--- src/rtl/skip_unit_pkg.sv ---
package skip_unit_pkg;
   // major opcode field that marks a skip word
   localparam int unsigned OPC_W    = 6;
   localparam logic [OPC_W-1:0] SKIP_OPC = 6'b100000;
   // tests that do not come from the switch bank: sign, parity, parity-of-value, zero, carry
   localparam int unsigned FIXED_TESTS = 5;

   function automatic int unsigned test_count(input int unsigned sw_n);
      return FIXED_TESTS + sw_n;
   endfunction
endpackage

--- src/rtl/skip_decode.sv ---
module skip_decode
   import skip_unit_pkg::*;
#(
   parameter int unsigned WORD_W = 16,
   parameter int unsigned SW_N   = 4,
   localparam int unsigned TEST_N = test_count(SW_N)
) (
   input  logic [WORD_W-1:0] word_i,
   output logic              is_skip_o,
   output logic              reverse_o,
   output logic [TEST_N-1:0] mask_o
);
   initial begin
      assert (WORD_W == OPC_W + 1 + TEST_N)
         else $fatal(1, "skip_decode: word width does not fit opcode, reverse and mask");
   end

   assign is_skip_o = (word_i[WORD_W-1 -: OPC_W] == SKIP_OPC);
   assign reverse_o = word_i[TEST_N];
   assign mask_o    = word_i[TEST_N-1:0];
endmodule

--- src/rtl/skip_cond_eval.sv ---
module skip_cond_eval
   import skip_unit_pkg::*;
#(
   parameter int unsigned WORD_W = 16,
   parameter int unsigned SW_N   = 4,
   localparam int unsigned TEST_N = test_count(SW_N)
) (
   input  logic [WORD_W-1:0] acc_i,
   input  logic              carry_i,
   input  logic              parity_err_i,
   input  logic [SW_N-1:0]   sense_sw_i,
   output logic [TEST_N-1:0] cond_o
);
   initial begin
      assert (SW_N >= 1) else $fatal(1, "skip_cond_eval: at least one switch required");
      assert (WORD_W >= 2) else $fatal(1, "skip_cond_eval: accumulator too narrow");
   end

   // slot layout, most significant first: sign, parity, even, zero, switches, carry
   assign cond_o[TEST_N-1] = ~acc_i[WORD_W-1];
   assign cond_o[TEST_N-2] = parity_err_i;
   assign cond_o[TEST_N-3] = ~acc_i[0];
   assign cond_o[TEST_N-4] = ~|acc_i;
   assign cond_o[0]        = ~carry_i;

   for (genvar g = 0; g < SW_N; g++) begin : g_switch
      // switch g+1 sits in slot SW_N-g; a reset switch satisfies the test
      assign cond_o[SW_N-g] = ~sense_sw_i[g];
   end
endmodule

--- src/rtl/skip_combine.sv ---
module skip_combine #(
   parameter int unsigned TEST_N = 9
) (
   input  logic              is_skip_i,
   input  logic              reverse_i,
   input  logic [TEST_N-1:0] mask_i,
   input  logic [TEST_N-1:0] cond_i,
   output logic              take_o
);
   logic [TEST_N-1:0] satisfied;
   logic              all_ok;

   initial begin
      assert (TEST_N >= 1) else $fatal(1, "skip_combine: empty mask");
   end

   // an unselected test is treated as satisfied
   assign satisfied = cond_i | ~mask_i;
   assign all_ok    = &satisfied;
   assign take_o    = is_skip_i & (all_ok ^ reverse_i);
endmodule

--- src/rtl/skip_decision_unit.sv ---
module skip_decision_unit
   import skip_unit_pkg::*;
#(
   parameter int unsigned WORD_W = 16,
   parameter int unsigned SW_N   = 4
) (
   input  logic              clk,
   input  logic              rst_n,
   input  logic              valid_i,
   input  logic [WORD_W-1:0] instr_i,
   input  logic [WORD_W-1:0] acc_i,
   input  logic              carry_i,
   input  logic              parity_err_i,
   input  logic [SW_N-1:0]   sense_sw_i,
   output logic              is_skip_o,
   output logic              skip_taken_o
);
   localparam int unsigned TEST_N = test_count(SW_N);
   localparam int unsigned ZERO_SLOT = TEST_N - 4;

   logic              dec_skip;
   logic              dec_rev;
   logic [TEST_N-1:0] dec_mask;
   logic [TEST_N-1:0] conds;
   logic              take_c;

   skip_decode #(.WORD_W(WORD_W), .SW_N(SW_N)) u_decode (
      .word_i    (instr_i),
      .is_skip_o (dec_skip),
      .reverse_o (dec_rev),
      .mask_o    (dec_mask)
   );

   skip_cond_eval #(.WORD_W(WORD_W), .SW_N(SW_N)) u_cond (
      .acc_i        (acc_i),
      .carry_i      (carry_i),
      .parity_err_i (parity_err_i),
      .sense_sw_i   (sense_sw_i),
      .cond_o       (conds)
   );

   skip_combine #(.TEST_N(TEST_N)) u_combine (
      .is_skip_i (dec_skip),
      .reverse_i (dec_rev),
      .mask_i    (dec_mask),
      .cond_i    (conds),
      .take_o    (take_c)
   );

   always_ff @(posedge clk or negedge rst_n) begin
      if (!rst_n) begin
         is_skip_o    <= 1'b0;
         skip_taken_o <= 1'b0;
      end else if (valid_i) begin
         is_skip_o    <= dec_skip;
         skip_taken_o <= take_c;
      end
   end

   // no skip decision without a skip word
   assert_nonskip_quiet_R2: assert property (@(posedge clk) disable iff (!rst_n)
      !is_skip_o |-> !skip_taken_o);

   // decode flag follows the opcode field of the strobed word
   assert_decode_R1: assert property (@(posedge clk) disable iff (!rst_n)
      valid_i |=> (is_skip_o == $past(instr_i[WORD_W-1 -: OPC_W] == SKIP_OPC)));

   // outputs hold without a strobe
   assert_hold_R8: assert property (@(posedge clk) disable iff (!rst_n)
      !valid_i |=> ($stable(is_skip_o) && $stable(skip_taken_o)));

   // empty mask, forward sense, always skips
   assert_empty_fwd_R4: assert property (@(posedge clk) disable iff (!rst_n)
      (valid_i && instr_i[WORD_W-1 -: OPC_W] == SKIP_OPC && !instr_i[TEST_N]
       && instr_i[TEST_N-1:0] == '0) |=> skip_taken_o);

   // empty mask, reversed sense, never skips
   assert_empty_rev_R5: assert property (@(posedge clk) disable iff (!rst_n)
      (valid_i && instr_i[WORD_W-1 -: OPC_W] == SKIP_OPC && instr_i[TEST_N]
       && instr_i[TEST_N-1:0] == '0) |=> !skip_taken_o);

   // zero selected in forward sense blocks the skip on any nonzero value
   assert_zero_indep_R7: assert property (@(posedge clk) disable iff (!rst_n)
      (valid_i && instr_i[WORD_W-1 -: OPC_W] == SKIP_OPC && !instr_i[TEST_N]
       && instr_i[ZERO_SLOT] && acc_i != '0) |=> !skip_taken_o);
endmodule

--- config.mk ---
export PLATFORM = sky130hd
export DESIGN_NAME = skip_decision_unit
export DESIGN_NICKNAME = d
export VERILOG_FILES = /design/src/rtl/skip_unit_pkg.sv /design/src/rtl/skip_decode.sv /design/src/rtl/skip_cond_eval.sv /design/src/rtl/skip_combine.sv /design/src/rtl/skip_decision_unit.sv
export SDC_FILE = /design/constraint.sdc
export NUM_CORES = 1
export LEC_CHECK = 0
export ABC_AREA = 0
export CAP_MARGIN = 25
export CORE_AREA = 2 2 39 41
export DETAILED_ROUTE_END_ITERATION = 16
export DIE_AREA = 0 0 41 43
export MAX_ROUTING_LAYER = met4
export PLACE_DENSITY_LB_ADDON = 0.12
export SYNTH_ARGS = -nofsm -noshare
export SYNTH_HDL_FRONTEND = slang
export SYNTH_SLANG_ARGS = --single-unit
export TNS_END_PERCENT = 10
--- constraint.sdc ---
create_clock -name clk -period 1 [get_ports clk]
set_clock_uncertainty 0.05 [all_clocks]
set_input_delay 0.15 -clock clk [delete_from_list [all_inputs] [get_ports clk]]
set_output_delay 0.15 -clock clk [all_outputs]
set_load 0.02 [all_outputs]
==> impl_metrics.prom, run 1 <==
# TYPE chip_impl_metric gauge
chip_impl_metric{name="number_of_global_route_vias_before_repair",unit=""} 387
chip_impl_metric{name="mean_area_per_synthesized_cell",unit="um2"} 9.235
chip_impl_metric{name="seq_area_frac_synth",unit="%"} 25.81
chip_impl_metric{name="gpl.final_weighted_congestion",unit=""} 0.6076
chip_impl_metric{name="rows",unit=""} 14
chip_impl_metric{name="finish.instance_area",unit="um2"} 646.9
chip_impl_info{name="timing_worst_setup_path_type",value="in -> reg"} 1
chip_impl_metric{name="drc",unit=""} 0
chip_impl_info{name="critical_path.endpoint_type",value="register"} 1
chip_impl_metric{name="floorplan.die.width",unit="um"} 41
chip_impl_metric{name="fmaxAchievable",unit="GHz"} 0.6971
chip_impl_metric{name="gr-total-overflow",unit=""} 0
chip_impl_metric{name="static-leakage-power",unit="nW"} 0.2728
chip_impl_metric{name="setup_slack",unit="ns"} -0.4345
chip_impl_metric{name="synth_cells",unit=""} 21
chip_impl_metric{name="total_routing_usage_reported_by_global_routing",unit="%"} 11.60
chip_impl_metric{name="port-buffer-count",unit=""} 42
chip_impl_metric{name="wire_length_of_the_first_global_routing_pass",unit="mm"} 1.345
chip_impl_metric{name="min_period_over_period",unit="%"} 143.4
chip_impl_metric{name="detailedRoute.firstIterationViolations",unit=""} 0
chip_impl_metric{name="fin_total_pwr",unit="uW"} 438.6
chip_impl_metric{name="total_via_count_in_the_routed_design",unit=""} 367
chip_impl_metric{name="cts.reportedPaths.clkPinSlew",unit="ns"} 0.03
chip_impl_metric{name="worst_ep_required_time",unit="ns"} 1.05
chip_impl_info{name="cts_root_buffer",value="clkbuf_4"} 1
chip_impl_metric{name="wirelength",unit="um"} 839
chip_impl_info{name="synth.top_cells.by_area",value="dfrtp_1, or4_1, o41ai_2, o22ai_2, or4_4"} 1
chip_impl_metric{name="detailed_place_hpwl",unit="um"} 746.4
chip_impl_metric{name="tritoncts_num_sinks",unit=""} 2
chip_impl_metric{name="crit_arrival",unit="ns"} 1.48
chip_impl_metric{name="layout_cells_sized_above_1",unit="%"} 36.23
chip_impl_info{name="grt_setup_unrepaired",value="yes"} 1
chip_impl_metric{name="clkLatencyLatePin",unit="ns"} 0.22
chip_impl_metric{name="post_layout_nonfiller_instances",unit=""} 85
chip_impl_metric{name="finalNetCount",unit=""} 112
chip_impl_metric{name="syn_to_final_growth",unit="%"} 233.5
chip_impl_metric{name="vias_per_cell",unit=""} 4.318
chip_impl_metric{name="yosysWarnings",unit=""} 0
chip_impl_metric{name="antenna_cells_inserted",unit=""} 0
chip_impl_metric{name="placeableCoreArea",unit="um2"} 1384
chip_impl_metric{name="synthesis.nets",unit=""} 62
chip_impl_metric{name="critPathMaxFanout",unit=""} 1
chip_impl_metric{name="fin_worst_hold_slack",unit="ns"} 0.04801
chip_impl_metric{name="cts-buffers-inserted",unit=""} 3
chip_impl_info{name="violated_checks",value="negative setup slack"} 1
chip_impl_info{name="element_type_at_the_critical_path_start",value="input pin"} 1
chip_impl_info{name="most_area_hungry_cell_type_in_the_yosys_netlist",value="dfrtp_1"} 1
chip_impl_info{name="min-delay-path-class",value="in -> async"} 1
chip_impl_metric{name="ioPinCount",unit=""} 43
chip_impl_metric{name="fin_crit",unit="ns"} 1.434
chip_impl_info{name="cts_tree",value="yes"} 1
chip_impl_metric{name="dieArea",unit="um2"} 1763
chip_impl_metric{name="firstDrtPassIters",unit=""} 1
chip_impl_metric{name="postPlaceCellArea",unit="um2"} 656.9
chip_impl_metric{name="floorplan.die.height",unit="um"} 43
chip_impl_metric{name="synth.ff_latch_count",unit=""} 2
chip_impl_metric{name="synth.cell_area",unit="um2"} 193.9
chip_impl_metric{name="setup_violations",unit=""} 1
chip_impl_metric{name="placed_cells_incl_taps",unit=""} 82
chip_impl_metric{name="pre_cts_ws",unit="ns"} -0.9901
chip_impl_metric{name="tightestPinTransition",unit="ns"} 0.2327
chip_impl_metric{name="yosysTopAreaCellShare",unit="%"} 25.81
chip_impl_info{name="outcome",value="complete, but fails checks"} 1
chip_impl_metric{name="antenna_left",unit=""} 0
chip_impl_metric{name="max-slew-margin-rel",unit="%"} 84.32
chip_impl_metric{name="ir_drop",unit="mV"} 0.2337
chip_impl_metric{name="power_density",unit="nW/um2"} 678.1
chip_impl_metric{name="floorplan.initialDensity",unit="%"} 14.01
chip_impl_metric{name="yosysUniqueCellTypes",unit=""} 17
chip_impl_metric{name="final_max_slew_viol_count",unit=""} 0
chip_impl_metric{name="drv.max_cap_violation_count",unit=""} 0
chip_impl_metric{name="hold_violations",unit=""} 0
chip_impl_metric{name="h-tree-depth",unit=""} 1
chip_impl_metric{name="post_drt_wl_per_cell",unit="um"} 9.871
chip_impl_metric{name="ctsLongestPathBuffers",unit=""} 2
chip_impl_metric{name="grt_start_max_net_pins",unit=""} 4
chip_impl_metric{name="antenna_found_initial",unit=""} 0
-- kinds of logic after synthesis --
| group | after synthesis | synth area share, % |
|---|---|---|
| AND/OR/NAND/NOR | 9 | 32.90 |
| AO/OA/AOI/OAI | 7 | 32.90 |
| flip-flops | 2 | 25.81 |
| buffers and inverters | 2 | 3.872 |
| XOR/XNOR | 1 | 4.517 |
-- worst max-delay path, cell delays in order --
cell and delay (ns):
buf_6 0.09, or4_4 0.52, o41ai_2 0.34, nand4_1 0.13, xor2_1 0.17, o22ai_2 0.07
-- final cells by class --
class | count | area [um2]
multi-input combinational | 17 | 153.9
clock buffer | 3 | 22.52
timing repair buffer | 45 | 392.9
sequential | 2 | 50.05
tap | 16 | 20.02
fill | 152 | 737.0
inverter | 2 | 7.507
-- worst paths after layout --
check	slack, ns	cells after the start	to	from
max in group asynchronous	0.73	1	skip_taken_o	rst_n
max reg2reg	0.33	2	skip_taken_o	skip_taken_o
max	-0.43	6	skip_taken_o	acc_i[4]
min	0.05	1	is_skip_o	rst_n
min in group clk	0.38	6	skip_taken_o	acc_i[7]
min reg2reg	0.47	2	is_skip_o	is_skip_o
-- synthesized netlist by cell type, drive strengths merged --
cell    instances
a22oi           1
a22o            1
nor4b           1
inv             2
xor2            1
nor2            1
o21ai           1
dfrtp           2
a221oi          1
o22ai           1
or4             4
nand3           1
nand4           1
a21oi           1
nor2b           1
o41ai           1
-- what timing repair did --
| action | in CTS | in global routing |
|---|---|---|
| resized for setup | 48 | 6 |
| hold buffers | 0 | 0 |
| endpoints found under the setup margin | 4 | 2 |
| pin swaps | 7 | 7 |
| setup buffers | 0 | 0 |
| cloned | 0 | 0 |
-- cell usage in the layout (no fill, tap or decap), types with 2 or more instances in the layout --
master / netlist / layout
clkbuf_2: 0 / 2
clkdlybuf4s50_1: 0 / 24
inv_1: 2 / 2
or4_4: 1 / 4
clkdlybuf4s15_1: 0 / 4
dlygate4sd2_1: 0 / 2
dfrtp_1: 2 / 2
buf_2: 0 / 8
buf_6: 0 / 2
buf_4: 0 / 3
clkbuf_4: 0 / 3
-- flip-flops by register name, indices dropped and copies added (netlist names) --
register	flops
is_skip_o	1
skip_taken_o	1
-- power breakdown --
group / leakage [nW] / internal (mW) / switching, mW
logic: 0.231 / 0.141 / 0.0391
registers: 0.0279 / 0.0824 / 0.000386
clock network: 0.0138 / 0.132 / 0.0439
total: 0.273 / 0.355 / 0.0833
-- metrics by stage --
stage,util (%),TNS (ns)
after floorplan,-,-0.5197
after global placement,47.47,-1.514
after detailed placement,47.47,-1.522
after CTS,46.38,-0.5244
after global routing,46.75,-0.5531
final,46.75,-0.4345
-- layer usage --
metal,vias up,track usage (%),routed length [um]
met1,142,16.29,357
met4,0,8.000,0
met3,0,1.571,161
met2,40,14.69,320
met5,-,-,0
li1,185,-,-
Note: power is estimated with default switching activity, not from simulation.
==> run 2, diff against run 1 <==
--- a/config.mk
+++ b/config.mk
@@ -12,6 +12,7 @@
 export DIE_AREA = 0 0 41 43
 export MAX_ROUTING_LAYER = met4
 export PLACE_DENSITY_LB_ADDON = 0.12
+export RECOVER_POWER = 50
 export SYNTH_ARGS = -nofsm -noshare
 export SYNTH_HDL_FRONTEND = slang
 export SYNTH_SLANG_ARGS = --single-unit
==> run 2 against run 1 <==
Net effect: first-iteration DRC count did not move; sequential power barely moved; routed wire length decreased by 0.12%; global-route usage is the same; largest cell class unchanged; worst hold slack improved by 0.069 ns; the run still ends with negative setup slack left.
==> impl_metrics.prom, run 2 (synthesis results as in run 1) <==
# TYPE chip_impl_metric gauge
chip_impl_metric{name="crit_arrival",unit="ns"} 1.48
chip_impl_metric{name="floorplan.die.height",unit="um"} 43
chip_impl_metric{name="tritoncts_num_sinks",unit=""} 2
chip_impl_metric{name="fin_crit",unit="ns"} 1.434
chip_impl_metric{name="ctsLongestPathBuffers",unit=""} 2
chip_impl_info{name="critical_path.endpoint_type",value="register"} 1
chip_impl_metric{name="ir_drop",unit="mV"} 0.2328
chip_impl_info{name="violated_checks",value="negative setup slack"} 1
chip_impl_metric{name="number_of_global_route_vias_before_repair",unit=""} 387
chip_impl_metric{name="final_core_utilization",unit="%"} 46.75
chip_impl_metric{name="floorplan.die.width",unit="um"} 41
chip_impl_info{name="reg_top3",value="is_skip_o (1), skip_taken_o (1)"} 1
chip_impl_metric{name="drv.max_cap_violation_count",unit=""} 0
chip_impl_metric{name="min_period_over_period",unit="%"} 143.4
chip_impl_info{name="cts_root_buffer",value="clkbuf_4"} 1
chip_impl_metric{name="total_routing_usage_reported_by_global_routing",unit="%"} 11.60
chip_impl_info{name="worstSetupStartpoint",value="acc_i[4]"} 1
chip_impl_metric{name="syn_to_final_growth",unit="%"} 233.5
chip_impl_metric{name="grt_start_max_net_pins",unit=""} 4
chip_impl_metric{name="total_via_count_in_the_routed_design",unit=""} 367
chip_impl_metric{name="worst_ep_required_time",unit="ns"} 1.05
chip_impl_metric{name="vias_per_cell",unit=""} 4.318
chip_impl_metric{name="setup_slack",unit="ns"} -0.4345
chip_impl_info{name="min-delay-path-class",value="in -> async"} 1
chip_impl_metric{name="wirelength",unit="um"} 838
chip_impl_metric{name="gr-total-overflow",unit=""} 0
chip_impl_metric{name="drc",unit=""} 0
chip_impl_metric{name="dieArea",unit="um2"} 1763
chip_impl_metric{name="worst-r2r-cell-count",unit=""} 2
chip_impl_metric{name="ioPinCount",unit=""} 43
chip_impl_metric{name="placed_cells_incl_taps",unit=""} 82
chip_impl_metric{name="post_layout_nonfiller_instances",unit=""} 85
chip_impl_metric{name="h-tree-depth",unit=""} 1
chip_impl_metric{name="filler_cell_count",unit=""} 152
chip_impl_metric{name="finalNetCount",unit=""} 112
chip_impl_metric{name="static-leakage-power",unit="nW"} 0.2731
chip_impl_info{name="timing_worst_setup_path_type",value="in -> reg"} 1
chip_impl_metric{name="detailed_place_hpwl",unit="um"} 746.4
chip_impl_metric{name="rows",unit=""} 14
chip_impl_metric{name="postCtsSetupRepairBufs",unit=""} 0
chip_impl_info{name="mostFrequentLayoutCells",value="clkdlybuf4s50_1, buf_2, or4_4, clkdlybuf4s15_1"} 1
chip_impl_metric{name="post_drt_wl_per_cell",unit="um"} 9.859
chip_impl_info{name="grt_setup_unrepaired",value="yes"} 1
chip_impl_metric{name="antenna_cells_inserted",unit=""} 0
chip_impl_metric{name="wire_length_of_the_first_global_routing_pass",unit="mm"} 1.345
chip_impl_info{name="final_common_cell",value="clkdlybuf4s50_1"} 1
chip_impl_metric{name="power_density",unit="nW/um2"} 676.8
chip_impl_metric{name="hold_violations",unit=""} 0
chip_impl_metric{name="clkLatencyLatePin",unit="ns"} 0.22
chip_impl_metric{name="final_max_slew_viol_count",unit=""} 0
chip_impl_metric{name="antenna_left",unit=""} 0
chip_impl_metric{name="setup_violations",unit=""} 1
chip_impl_info{name="element_type_at_the_critical_path_start",value="input pin"} 1
chip_impl_metric{name="fin_worst_hold_slack",unit="ns"} 0.1172
chip_impl_metric{name="critPathMaxFanout",unit=""} 1
chip_impl_metric{name="gpl.final_weighted_congestion",unit=""} 0.6076
chip_impl_info{name="critical_path.reg2reg.startpoint",value="skip_taken_o"} 1
chip_impl_info{name="cts_tree",value="yes"} 1
chip_impl_metric{name="layout_cells_sized_above_1",unit="%"} 36.23
chip_impl_metric{name="firstDrtPassIters",unit=""} 1
chip_impl_metric{name="placeableCoreArea",unit="um2"} 1384
chip_impl_info{name="outcome",value="complete, but fails checks"} 1
chip_impl_metric{name="tightestPinTransition",unit="ns"} 0.2327
chip_impl_metric{name="cts-buffers-inserted",unit=""} 3
chip_impl_metric{name="antenna_found_initial",unit=""} 0
chip_impl_metric{name="cts.reportedPaths.clkPinSlew",unit="ns"} 0.03
chip_impl_metric{name="floorplan.initialDensity",unit="%"} 14.01
chip_impl_metric{name="port-buffer-count",unit=""} 42
chip_impl_metric{name="detailedRoute.firstIterationViolations",unit=""} 0
chip_impl_metric{name="max-slew-margin-rel",unit="%"} 84.32
chip_impl_metric{name="fmaxAchievable",unit="GHz"} 0.6971
run 2: metrics by stage:
stage	power (mW)	TNS, ns	setup slack, ns	instance area [um2]
after floorplan	0.1095	-0.5197	-0.5197	193.9
after global placement	0.2798	-1.514	-0.9855	656.9
after detailed placement	0.2811	-1.522	-0.9901	656.9
after CTS	0.4507	-0.5244	-0.4738	641.9
after global routing	0.4644	-0.5531	-0.5052	646.9
final	0.4378	-0.4345	-0.4345	646.9
run 2: path summary, 6_finish.rpt:
| check | slack [ns] | endpoint |
|---|---|---|
| worst max-delay path | -0.43 | skip_taken_o |
| worst min register to register | 0.47 | is_skip_o |
| worst max register to register | 0.33 | skip_taken_o |
| max in group asynchronous | 0.65 | skip_taken_o |
| worst min-delay path | 0.12 | is_skip_o |
| min in group clk | 0.38 | skip_taken_o |
run 2: where the power goes:
group / internal (mW) / total, mW / switching [mW] / leakage [nW]
combinational: 0.140 / 0.179 / 0.0391 / 0.231
sequential: 0.0824 / 0.0828 / 0.000386 / 0.0279
clock: 0.132 / 0.176 / 0.0439 / 0.0138
run 2: layout make-up:
cell class                 count  area [um2]  share of cell area (%)
clock buffer                   3       22.52                   3.482
tap                           16       20.02                   3.095
multi-input combinational     17       153.9                   23.79
sequential                     2       50.05                   7.737
inverter                       2       7.507                   1.161
timing repair buffer          45       392.9                   60.74
run 2: metal layers:
layer  track usage [%]  routed length [um]  vias up
met5                 -                   0        -
met2             14.69                 320       40
met4             8.000                   0        0
li1                  -                   -      185
met1             16.29                 357      142
met3             1.571                 160        0
run 2: critical path: stages:
cell and delay, ns:
buf_6 0.09, or4_4 0.52, o41ai_2 0.34, nand4_1 0.13, xor2_1 0.17, o22ai_2 0.07
run 2: timing repair:
action / in CTS / in global routing
pin swaps: 7 / 7
hold buffers: 0 / 0
endpoints found under the setup margin: 4 / 2
resized for setup: 48 / 6
cloned: 0 / 0
